### src/rtl/scl_gen_pkg.sv
package scl_gen_pkg;

  typedef enum logic [2:0] {
    PH_IDLE = 3'd0,
    PH_HOLD = 3'd1,
    PH_LOW  = 3'd2,
    PH_WAIT = 3'd3,
    PH_HIGH = 3'd4
  } scl_phase_e;

  localparam int unsigned FLOOR_HIGH = 6;
  localparam int unsigned FLOOR_LOW  = 8;
  localparam int unsigned ADD_HIGH   = 8;
  localparam int unsigned ADD_LOW    = 1;
  localparam int unsigned ADD_HOLD   = 3;

  function automatic int unsigned clamp_floor(int unsigned v, int unsigned floor_v);
    return (v < floor_v) ? floor_v : v;
  endfunction

  function automatic int unsigned high_cycles(int unsigned h);
    return clamp_floor(h, FLOOR_HIGH) + ADD_HIGH;
  endfunction

  function automatic int unsigned low_cycles(int unsigned l);
    return clamp_floor(l, FLOOR_LOW) + ADD_LOW;
  endfunction

  function automatic int unsigned hold_cycles(int unsigned h);
    return clamp_floor(h, FLOOR_HIGH) + ADD_HOLD;
  endfunction

endpackage

### src/rtl/scl_count_regs.sv
module scl_count_regs #(
  parameter int CW = 16,
  parameter logic [CW-1:0] DEF_SS_HIGH = 190,
  parameter logic [CW-1:0] DEF_SS_LOW  = 250,
  parameter logic [CW-1:0] DEF_FS_HIGH = 40,
  parameter logic [CW-1:0] DEF_FS_LOW  = 60
) (
  input  logic          clk,
  input  logic          rst_n,
  input  logic          enable,
  input  logic          wr_en,
  input  logic [1:0]    wr_sel,
  input  logic [CW-1:0] wr_data,
  output logic [CW-1:0] ss_high,
  output logic [CW-1:0] ss_low,
  output logic [CW-1:0] fs_high,
  output logic [CW-1:0] fs_low
);
  localparam int NREG = 4;

  logic [CW-1:0] cnt_q [NREG];
  logic          wr_open;

  assign wr_open = wr_en && !enable;

  for (genvar g = 0; g < NREG; g++) begin : g_reg
    localparam logic [CW-1:0] RST_VAL = (g == 0) ? DEF_SS_HIGH :
                                        (g == 1) ? DEF_SS_LOW  :
                                        (g == 2) ? DEF_FS_HIGH : DEF_FS_LOW;
    logic hit;
    assign hit = wr_open && (wr_sel == 2'(g));
    always_ff @(posedge clk or negedge rst_n) begin
      if (!rst_n)   cnt_q[g] <= RST_VAL;
      else if (hit) cnt_q[g] <= wr_data;
    end
  end

  assign ss_high = cnt_q[0];
  assign ss_low  = cnt_q[1];
  assign fs_high = cnt_q[2];
  assign fs_low  = cnt_q[3];
endmodule

### src/rtl/scl_len_sel.sv
module scl_len_sel
  import scl_gen_pkg::*;
#(
  parameter int CW = 16,
  localparam int LW = CW + 1
) (
  input  logic          fast_sel,
  input  logic [CW-1:0] ss_high,
  input  logic [CW-1:0] ss_low,
  input  logic [CW-1:0] fs_high,
  input  logic [CW-1:0] fs_low,
  output logic [LW-1:0] hold_len,
  output logic [LW-1:0] low_len,
  output logic [LW-1:0] high_len
);
  logic [CW-1:0] h_pick, l_pick;

  always_comb begin
    h_pick   = fast_sel ? fs_high : ss_high;
    l_pick   = fast_sel ? fs_low  : ss_low;
    hold_len = LW'(hold_cycles(32'(h_pick)));
    low_len  = LW'(low_cycles(32'(l_pick)));
    high_len = LW'(high_cycles(32'(h_pick)));
  end
endmodule

### src/rtl/scl_phase_timer.sv
module scl_phase_timer
  import scl_gen_pkg::*;
#(
  parameter int LW = 17
) (
  input  logic          clk,
  input  logic          rst_n,
  input  logic          enable,
  input  logic          go,
  input  logic          scl_in,
  input  logic [LW-1:0] hold_len,
  input  logic [LW-1:0] low_len,
  input  logic [LW-1:0] high_len,
  output scl_phase_e    phase_q,
  output logic          cnt_done
);
  logic [LW-1:0] cnt_q;
  localparam logic [LW-1:0] ONE = LW'(1);

  assign cnt_done = (cnt_q == '0);

  always_ff @(posedge clk or negedge rst_n) begin
    if (!rst_n) begin
      phase_q <= PH_IDLE;
      cnt_q   <= '0;
    end else if (!enable) begin
      phase_q <= PH_IDLE;
      cnt_q   <= '0;
    end else begin
      case (phase_q)
        PH_IDLE: if (go) begin
          phase_q <= PH_HOLD;
          cnt_q   <= hold_len - ONE;
        end
        PH_HOLD: if (cnt_done) begin
          phase_q <= PH_LOW;
          cnt_q   <= low_len - ONE;
        end else cnt_q <= cnt_q - ONE;
        PH_LOW: if (cnt_done) phase_q <= PH_WAIT;
                else          cnt_q   <= cnt_q - ONE;
        PH_WAIT: if (scl_in) begin
          phase_q <= PH_HIGH;
          cnt_q   <= high_len - ONE;
        end
        PH_HIGH: if (cnt_done) begin
          if (go) begin
            phase_q <= PH_LOW;
            cnt_q   <= low_len - ONE;
          end else phase_q <= PH_IDLE;
        end else cnt_q <= cnt_q - ONE;
        default: phase_q <= PH_IDLE;
      endcase
    end
  end
endmodule

### src/rtl/scl_period_gen.sv
module scl_period_gen
  import scl_gen_pkg::*;
#(
  parameter int CW = 16,
  parameter logic [CW-1:0] DEF_SS_HIGH = 190,
  parameter logic [CW-1:0] DEF_SS_LOW  = 250,
  parameter logic [CW-1:0] DEF_FS_HIGH = 40,
  parameter logic [CW-1:0] DEF_FS_LOW  = 60
) (
  input  logic          clk,
  input  logic          rst_n,
  input  logic          enable,
  input  logic [6:0]    ctrl_word,
  input  logic          run,
  input  logic          wr_en,
  input  logic [1:0]    wr_sel,
  input  logic [CW-1:0] wr_data,
  input  logic          scl_in,
  output logic          scl_pull_low,
  output logic [2:0]    phase
);
  localparam int LW = CW + 1;

  logic [CW-1:0] ss_high, ss_low, fs_high, fs_low;
  logic [LW-1:0] hold_len, low_len, high_len;
  logic          master_on, fast_sel, go, cnt_done;
  logic          unused_ctrl;
  scl_phase_e    phase_q;

  assign master_on   = ctrl_word[0];
  assign fast_sel    = ctrl_word[2];
  assign go          = run && master_on;
  assign unused_ctrl = ^{ctrl_word[6:3], ctrl_word[1], cnt_done};

  scl_count_regs #(
    .CW(CW), .DEF_SS_HIGH(DEF_SS_HIGH), .DEF_SS_LOW(DEF_SS_LOW),
    .DEF_FS_HIGH(DEF_FS_HIGH), .DEF_FS_LOW(DEF_FS_LOW)
  ) u_regs (
    .clk(clk), .rst_n(rst_n), .enable(enable), .wr_en(wr_en),
    .wr_sel(wr_sel), .wr_data(wr_data),
    .ss_high(ss_high), .ss_low(ss_low), .fs_high(fs_high), .fs_low(fs_low)
  );

  scl_len_sel #(.CW(CW)) u_len (
    .fast_sel(fast_sel), .ss_high(ss_high), .ss_low(ss_low),
    .fs_high(fs_high), .fs_low(fs_low),
    .hold_len(hold_len), .low_len(low_len), .high_len(high_len)
  );

  scl_phase_timer #(.LW(LW)) u_timer (
    .clk(clk), .rst_n(rst_n), .enable(enable), .go(go), .scl_in(scl_in),
    .hold_len(hold_len), .low_len(low_len), .high_len(high_len),
    .phase_q(phase_q), .cnt_done(cnt_done)
  );

  assign phase        = phase_q;
  assign scl_pull_low = (phase_q == PH_LOW);
endmodule

### config.mk
export PLATFORM = sky130hd
export DESIGN_NAME = scl_period_gen
export DESIGN_NICKNAME = d
export VERILOG_FILES = /design/src/rtl/scl_gen_pkg.sv /design/src/rtl/scl_count_regs.sv /design/src/rtl/scl_len_sel.sv /design/src/rtl/scl_phase_timer.sv /design/src/rtl/scl_period_gen.sv
export SDC_FILE = /design/constraint.sdc
export NUM_CORES = 1
export LEC_CHECK = 0
export BUFFER_PORTS_ARGS = -buffer_cell sky130_fd_sc_hd__buf_2
export CORE_ASPECT_RATIO = 0.7
export CORE_MARGIN = 5
export CORE_UTILIZATION = 40
export CTS_CLUSTER_DIAMETER = 80
export DETAILED_ROUTE_END_ITERATION = 16
export GPL_TIMING_DRIVEN = 0
export MAX_ROUTING_LAYER = met4
export SYNTH_ARGS = -nofsm -noshare
export SYNTH_HDL_FRONTEND = slang
export SYNTH_HIERARCHICAL = 1
export SYNTH_SLANG_ARGS = --single-unit
export TNS_END_PERCENT = 100
### constraint.sdc
create_clock -name clk -period 5.2 [get_ports clk]
set_input_delay 1.04 -clock clk [delete_from_list [all_inputs] [get_ports clk]]
set_output_delay 1.04 -clock clk [all_outputs]
set_load 0.005 [all_outputs]
==> results of run 1 <==
cell families after synthesis:
| family | count (synthesis) |
|---|---|
| muxes | 112 |
| adders and majority gates | 7 |
| AOI/OAI and AO/OA | 123 |
| xor gates and xnor gates | 79 |
| DFF | 84 |
| buffers and inverters | 49 |
| and+or+nand+nor | 263 |
metal layers:
layer  track usage, %  part of all wire, %
met5                -                    0
met4            3.832                 0.76
met3            4.281                  8.0
met2            30.61                   42
met1            32.13                   49
final timing paths:
check | slack [ps] | start | end | cells after the start
max | 240 | ctrl_word[2] | u_timer/cnt_q[16] | 18
min | 520 | u_regs/fs_low[13] | u_regs/fs_low[13] | 1
max reg2reg | 820 | u_regs/fs_high[11] | u_timer/cnt_q[16] | 15
min reg2reg | 520 | u_regs/fs_low[13] | u_regs/fs_low[13] | 1
max in group asynchronous | 3850 | rst_n | u_regs/fs_high[5] | 2
min in group asynchronous | 670 | rst_n | u_regs/ss_low[12] | 1
stage by stage:
stage	cell area, sq um	TNS [ps]	cells	power [W]	hold WS, ps
after global routing	7700	0	994	0.003409	547.2
after floorplan	6869	0	717	0.002056	479.2
final	7702	0	995	0.003223	520.1
after global placement	7303	-750.7	977	0.002441	495.4
after CTS	7657	0	994	0.003189	521.1
after detailed placement	7333	-1255	978	0.002468	502.6
layout make-up:
class / instances / share of cell area, %
Inverter: 15 / 0.7310
Timing Repair Buffer: 30 / 2.274
Buffer: 34 / 3.395
Antenna cell: 1 / 0.03249
Clock inverter: 6 / 1.023
Clock buffer: 10 / 3.103
Multi-Input combinational cell: 584 / 58.11
Sequential cell: 84 / 27.58
Tap cell: 231 / 3.752
state kept, by name, summed over array words and instances, names as in the netlist:
register         flops
u_regs/fs_high      16
u_regs/fs_low       16
u_regs/ss_high      16
u_regs/ss_low       16
u_timer/cnt_q       17
u_timer/phase_q      3
what timing repair did:
action	in CTS	in global routing
setup endpoints to repair	1	5
buffers inserted	0	0
resized for setup	1	10
cell usage in the layout (no fill, tap or decap), drive strengths merged, types with 4 or more instances in the layout:
master,Yosys,layout
mux2,72,72
dfrtp,66,66
nor2,59,59
buf,27,54
nand2,49,49
xnor2,42,42
mux2i,40,40
xor2,37,37
o21ai,32,32
a21oi,31,31
nor3,25,25
nand3,23,23
clkbuf,7,20
nor4,19,19
dfstp,18,18
inv,15,18
nand3b,10,10
or3,10,10
nand4,10,10
nand2b,10,10
nor2b,9,9
and3,7,7
ha,7,7
nand4b,6,6
o31ai,6,6
a32oi,5,5
a21o,4,4
and3b,4,4
or4,4,4
a21boi,4,4
a22oi,4,4
nor4b,4,4
a211oi,4,4
power by group through the flow:
stage	clock (W)	sequential (W)	combinational, W
after CTS	0.000721	0.000996	0.00147
final	0.000706	0.00100	0.00152
after detailed placement	0	0.00101	0.00146
after floorplan	0	0.000944	0.00111
after global routing	0.000747	0.00102	0.00164
after global placement	0	0.00100	0.00144
==> run metrics, run 1 <==
status completed; share of the synthesized area in the top cell type 24.04%; first-pass GRT wire length around 33,000 microns; Gate power share a little under half; row cnt 40; sw frac between 40% and 50%; async set-or-reset flop fraction in the synthesized netlist 100.0%; Max VDD drop approximately 0.18 mV; CP Data Required Time about 5400 ps; Final setup viols 0; synthesized area between 6000 and 7000 sq um; Post-Route WL around 21,000 microns; drt first pass iters 5; Slowest Stage Delay on Critical Path 550 ps; compound-cell area share of the yosys netlist between 10% and 20%; synth top area cells dfrtp_1 (24%), mux2_2 (8.5%), dfstp_2 (6.9%), mux2i_1 (5.7%), xnor2_1 (5.4%); DRC viols 0; final core utilization between 40% and 50%; Most used DFF post-synth dfrtp_1; Reg clk slew, reported paths ~70 ps; Post-synth EDFFs 0; largest net degree at the start of global routing 50; Leakage between 3 and 4 nW; WP data arrival 5190 ps; Hold Buf Count CTS 0; initial DRC count 740; Port Buffers 29; Synth area leader dfrtp_1; Clk network pwr share 21.9%; Cell Pwr Density 418.4 nW/um^2; initial antenna violation count 1; GRT Util Overall 21.56%; Post-Synth Adder-Cell Area 1.275%; share of cells above drive strength 1 between 20% and 30%; Slew Limit Fails 0; Crit-path slowest cell or4b_4; Root Driver clkbuf_16; CP Launch Type primary input; Routability Congestion 0.9533; Skew-Pair Late Insertion Delay approximately 350 ps; CTS sink count 84; unrepaired setup endpoints after global routing false; ANT nets after route 0; number of synthesized register bits between 80 and 90; crit-path cells buf_2 -> buf_6 -> buf_6 -> buf_4 -> clkbuf_4 -> mux2i_2 -> inv_1 -> ha_1 -> o21ai_0 -> nor2_2 -> nand2_1 -> xor2_1 -> nor4_2 -> or4b_4 -> a211oi_2 -> nand3_1 -> a21oi_1 -> o31ai_1; mux contribution to synthesized area between 10% and 20%; vias in the first global route 5,839; Final nets between 700 and 800; Max FO, Critical Path 10; dpl ws -392.7 ps; multi-input combinational cell area between 4000 and 5000 sq um; grt ovf 0; sequential area share after synthesis between 30% and 40%; final hold vios 0; I/O pin total 35; Die Area between 15,000 and 20,000 sq um; slew margin rel. around two fifths; CP delay by family, top simple AND/OR/NAND/NOR gates; Post-Syn Area per Cell roughly 9.6 sq um; NetSw between 0.001 and 0.0015 W; Synth Area in XOR/XNOR 10.07%; synth cell count leaders dfrtp_1 (66), nor2_1 (58), mux2_2 (52); Yosys cell types 85; Worst-Margin Slew roughly 870 ps; largest family of logic cells by synthesized area simple AND/OR/NAND/NOR gates; FILL cells 1,663; Int Power approximately 0.0018 W; Vias 5,925; Clock Path Buffers 2; Syn Inst Count a little over 700; HPWL Detailed approximately 16,000 microns; Tightest Hold Check Type register to register; final worst-path cycle share a little over nine tenths; minimum clock period 4961 ps; Layout Skew ~8 ps; worst path bufs/invs 6; CP most frequent cell buf_6; Setup crit end kind register; Seq pwr share a little under a third; f_max 201.6 MHz; Initial Utilization roughly two fifths; Crit Path Category primary input to register; Syn Nets between 700 and 800; # H-tree levels 3; Seq. cell area approximately 2100 sq um; Synth-to-Final Area Change 12.13%; Die Height between 100 and 150 microns; Core Region 17,020 sq um; die span in x 166.6 microns; Max Cap Violations 0; vias per cell around 6.0; TritonCTS clock tree done; WL/cell about 21 microns; top-count cell post-synth dfrtp_1; synth warn 6; Inserted Clock Buffers 9; area share of and/or/nand/nor cells after synthesis roughly 22%; final worst setup slack ~240 ps
No activity file was read; power rests on OpenSTA's default activity.
==> run 2: changes to the inputs <==
--- a/config.mk
+++ b/config.mk
@@ -5,6 +5,7 @@
 export SDC_FILE = /design/constraint.sdc
 export NUM_CORES = 1
 export LEC_CHECK = 0
+export ABC_CLOCK_PERIOD_IN_PS = 5200
 export BUFFER_PORTS_ARGS = -buffer_cell sky130_fd_sc_hd__buf_2
 export CORE_ASPECT_RATIO = 0.7
 export CORE_MARGIN = 5
==> constraint.sdc (replaced) <==
create_clock -name clk -period 5.2 [get_ports clk]
set_input_delay 0.26 -clock clk [delete_from_list [all_inputs] [get_ports clk]]
set_output_delay 0.26 -clock clk [all_outputs]
set_load 0.005 [all_outputs]
==> run 2 against run 1 <==
Final cell count rose by 0.10%. Core utilization fell by 0.23 points. Worst hold slack got worse by 320 ps. Power fell by 0.57%. Worst setup slack improved by 310 ps. Largest cell class unchanged. Highest routed layer unchanged.
==> run metrics, run 2 (same netlist as run 1, synthesis figures left out) <==
status completed; Slowest Stage Delay on Critical Path 530 ps; # H-tree levels 3; initial antenna violation count 1; Clock Path Buffers 2; Skew-Pair Late Insertion Delay around 350 ps; HPWL Detailed about 16,000 microns; most frequent cells in the layout dfrtp_1 (66), nor2_1 (58), mux2_2 (52), nand2_1 (49), xnor2_1 (42); WP data arrival a little under 5000 ps; Reg clk slew, reported paths 70 ps; Tightest Hold Check Type primary input to register; Synth-to-Final Area Change 11.57%; I/O pin total 35; first-pass GRT wire length 33,040 microns; Cell Pwr Density ~420 nW/um^2; Die Height about 120 microns; max FFs per register 17; Root Driver clkbuf_16; CP Launch Type register; Slew Limit Fails 0; commonest non-fill, non-tap cell in the layout dfrtp_1; Final setup viols 0; Final nets around 800; Port Buffers 29; Crit Path Category register to register; Die Area between 15,000 and 20,000 sq um; slew margin rel. 39.71%; minimum clock period 4648 ps; Top reg by flops u_timer/cnt_q; Layout Skew 6.881 ps; vias in the first global route between 5,000 and 6,000; Worst-Margin Slew 898.4 ps; Vias 5,914; WL/cell 20.98 microns; Total Neg Setup Slack 0 ps; worst path bufs/invs 1; Post-Route WL about 21,000 microns; total power around 0.0032 W; unrepaired setup endpoints after global routing false; crit-path cells or4b_1 -> o22ai_1 -> nand3_1 -> or2_2 -> nand2_1 -> ha_1 -> clkbuf_1 -> nor3_1 -> xnor2_1 -> nor3_1 -> nand4b_1 -> a22oi_1 -> a21oi_1 -> a211oi_1 -> a22o_1; share of cells above drive strength 1 roughly 25%; Max FO, Critical Path 9; final hold vios 0; f_max between 200 and 250 MHz; final core utilization between 40% and 50%; GRT Util Overall a little over a fifth; Initial Utilization about two fifths; die span in x 166.6 microns; DRC viols 0; Crit-path slowest cell or4b_1; CP most frequent cell nor3_1; Routability Congestion 0.9533; Crit. path cell count 15; vias per cell a little under 6; row cnt 40; grt ovf 0; CTS sink count 84; R2R depth 15; CP Data Required Time 5490 ps; CP delay by family, top simple AND/OR/NAND/NOR gates; Leakage approximately 3 nW; worst hold slack between 150 and 200 ps; Max Cap Violations 0; TritonCTS clock tree done; drt first pass iters 5; ANT nets after route 0; Inserted Clock Buffers 9; initial DRC count between 600 and 700; Core Region between 15,000 and 20,000 sq um; Hold Path Cell Cnt 3; final worst-path cycle share between 80% and 90%; largest net degree at the start of global routing 50; Max VDD drop roughly 0.18 mV; Setup crit end kind register; post-CTS setup buffer count 0
run 2: changes by cell type in the layout (fill, tap and decap cells not counted), moves of 2 or more:
cell,before,now
nor3_1,22,24
nor3_2,3,1
clkbuf_4,3,0
buf_2,37,40
run 2: worst paths after layout:
| path | from | end | slack (ps) |
|---|---|---|---|
| max reg2reg | u_regs/fs_high[11] | u_timer/cnt_q[13] | 550 |
| min reg2reg | u_regs/fs_low[13] | u_regs/fs_low[13] | 520 |
| min | scl_in | u_timer/phase_q[2] | 200 |
| max in group asynchronous | rst_n | u_regs/ss_high[5] | 4090 |
| max | u_regs/fs_high[11] | u_timer/cnt_q[13] | 550 |
| min in group asynchronous | rst_n | u_regs/ss_low[12] | 430 |
run 2: metrics by stage:
step	cells	area, sq um	worst slack [ps]
after floorplan	717	6869	1332
after global placement	977	7303	437.3
after detailed placement	978	7333	387.3
after CTS	995	7661	608.9
after global routing	995	7661	250.8
final	996	7664	552.3
run 2: tightest hold or removal path, stage by stage:
cell and delay (ps):
buf_2 100, a32oi_1 60, nor2_1 90
run 2: layer usage:
metal | routed length [microns] | track usage (%) | vias to the layer above | part of all wire, %
met2 | 8788 | 30.63 | 211 | 42
met3 | 1605 | 4.313 | 17 | 7.7
met4 | 150 | 3.832 | 0 | 0.72
met5 | 0 | - | - | 0
li1 | - | - | 2704 | -
met1 | 10350 | 32.13 | 2982 | 50
run 2: layout make-up:
| class | instances | area (sq um) |
|---|---|---|
| diodes | 1 | 2.502 |
| flip-flops and latches | 84 | 2125 |
| well taps | 231 | 289.0 |
| clock buffers | 10 | 239.0 |
| inverters | 15 | 56.30 |
| plain buffers | 34 | 254.0 |
| repair buffers | 31 | 185.2 |
| multi-input cells | 584 | 4434 |
| clock inverters | 6 | 78.83 |
| fillers | 1663 | 9353 |
run 2: power breakdown:
| group | internal (W) | switching [W] | total, W |
|---|---|---|---|
| combinational | 0.000620 | 0.000881 | 0.00150 |
| clock | 0.000396 | 0.000307 | 0.000703 |
| sequential | 0.000823 | 0.000177 | 0.00100 |
| total | 0.00184 | 0.00137 | 0.00320 |
run 2: what timing repair did:
| item | CTS | global route |
|---|---|---|
| hold buffers | 1 | 0 |
| resized for setup | 0 | 0 |
| endpoints found under the setup margin | 0 | 0 |
| hold endpoints to repair | 33 | 0 |
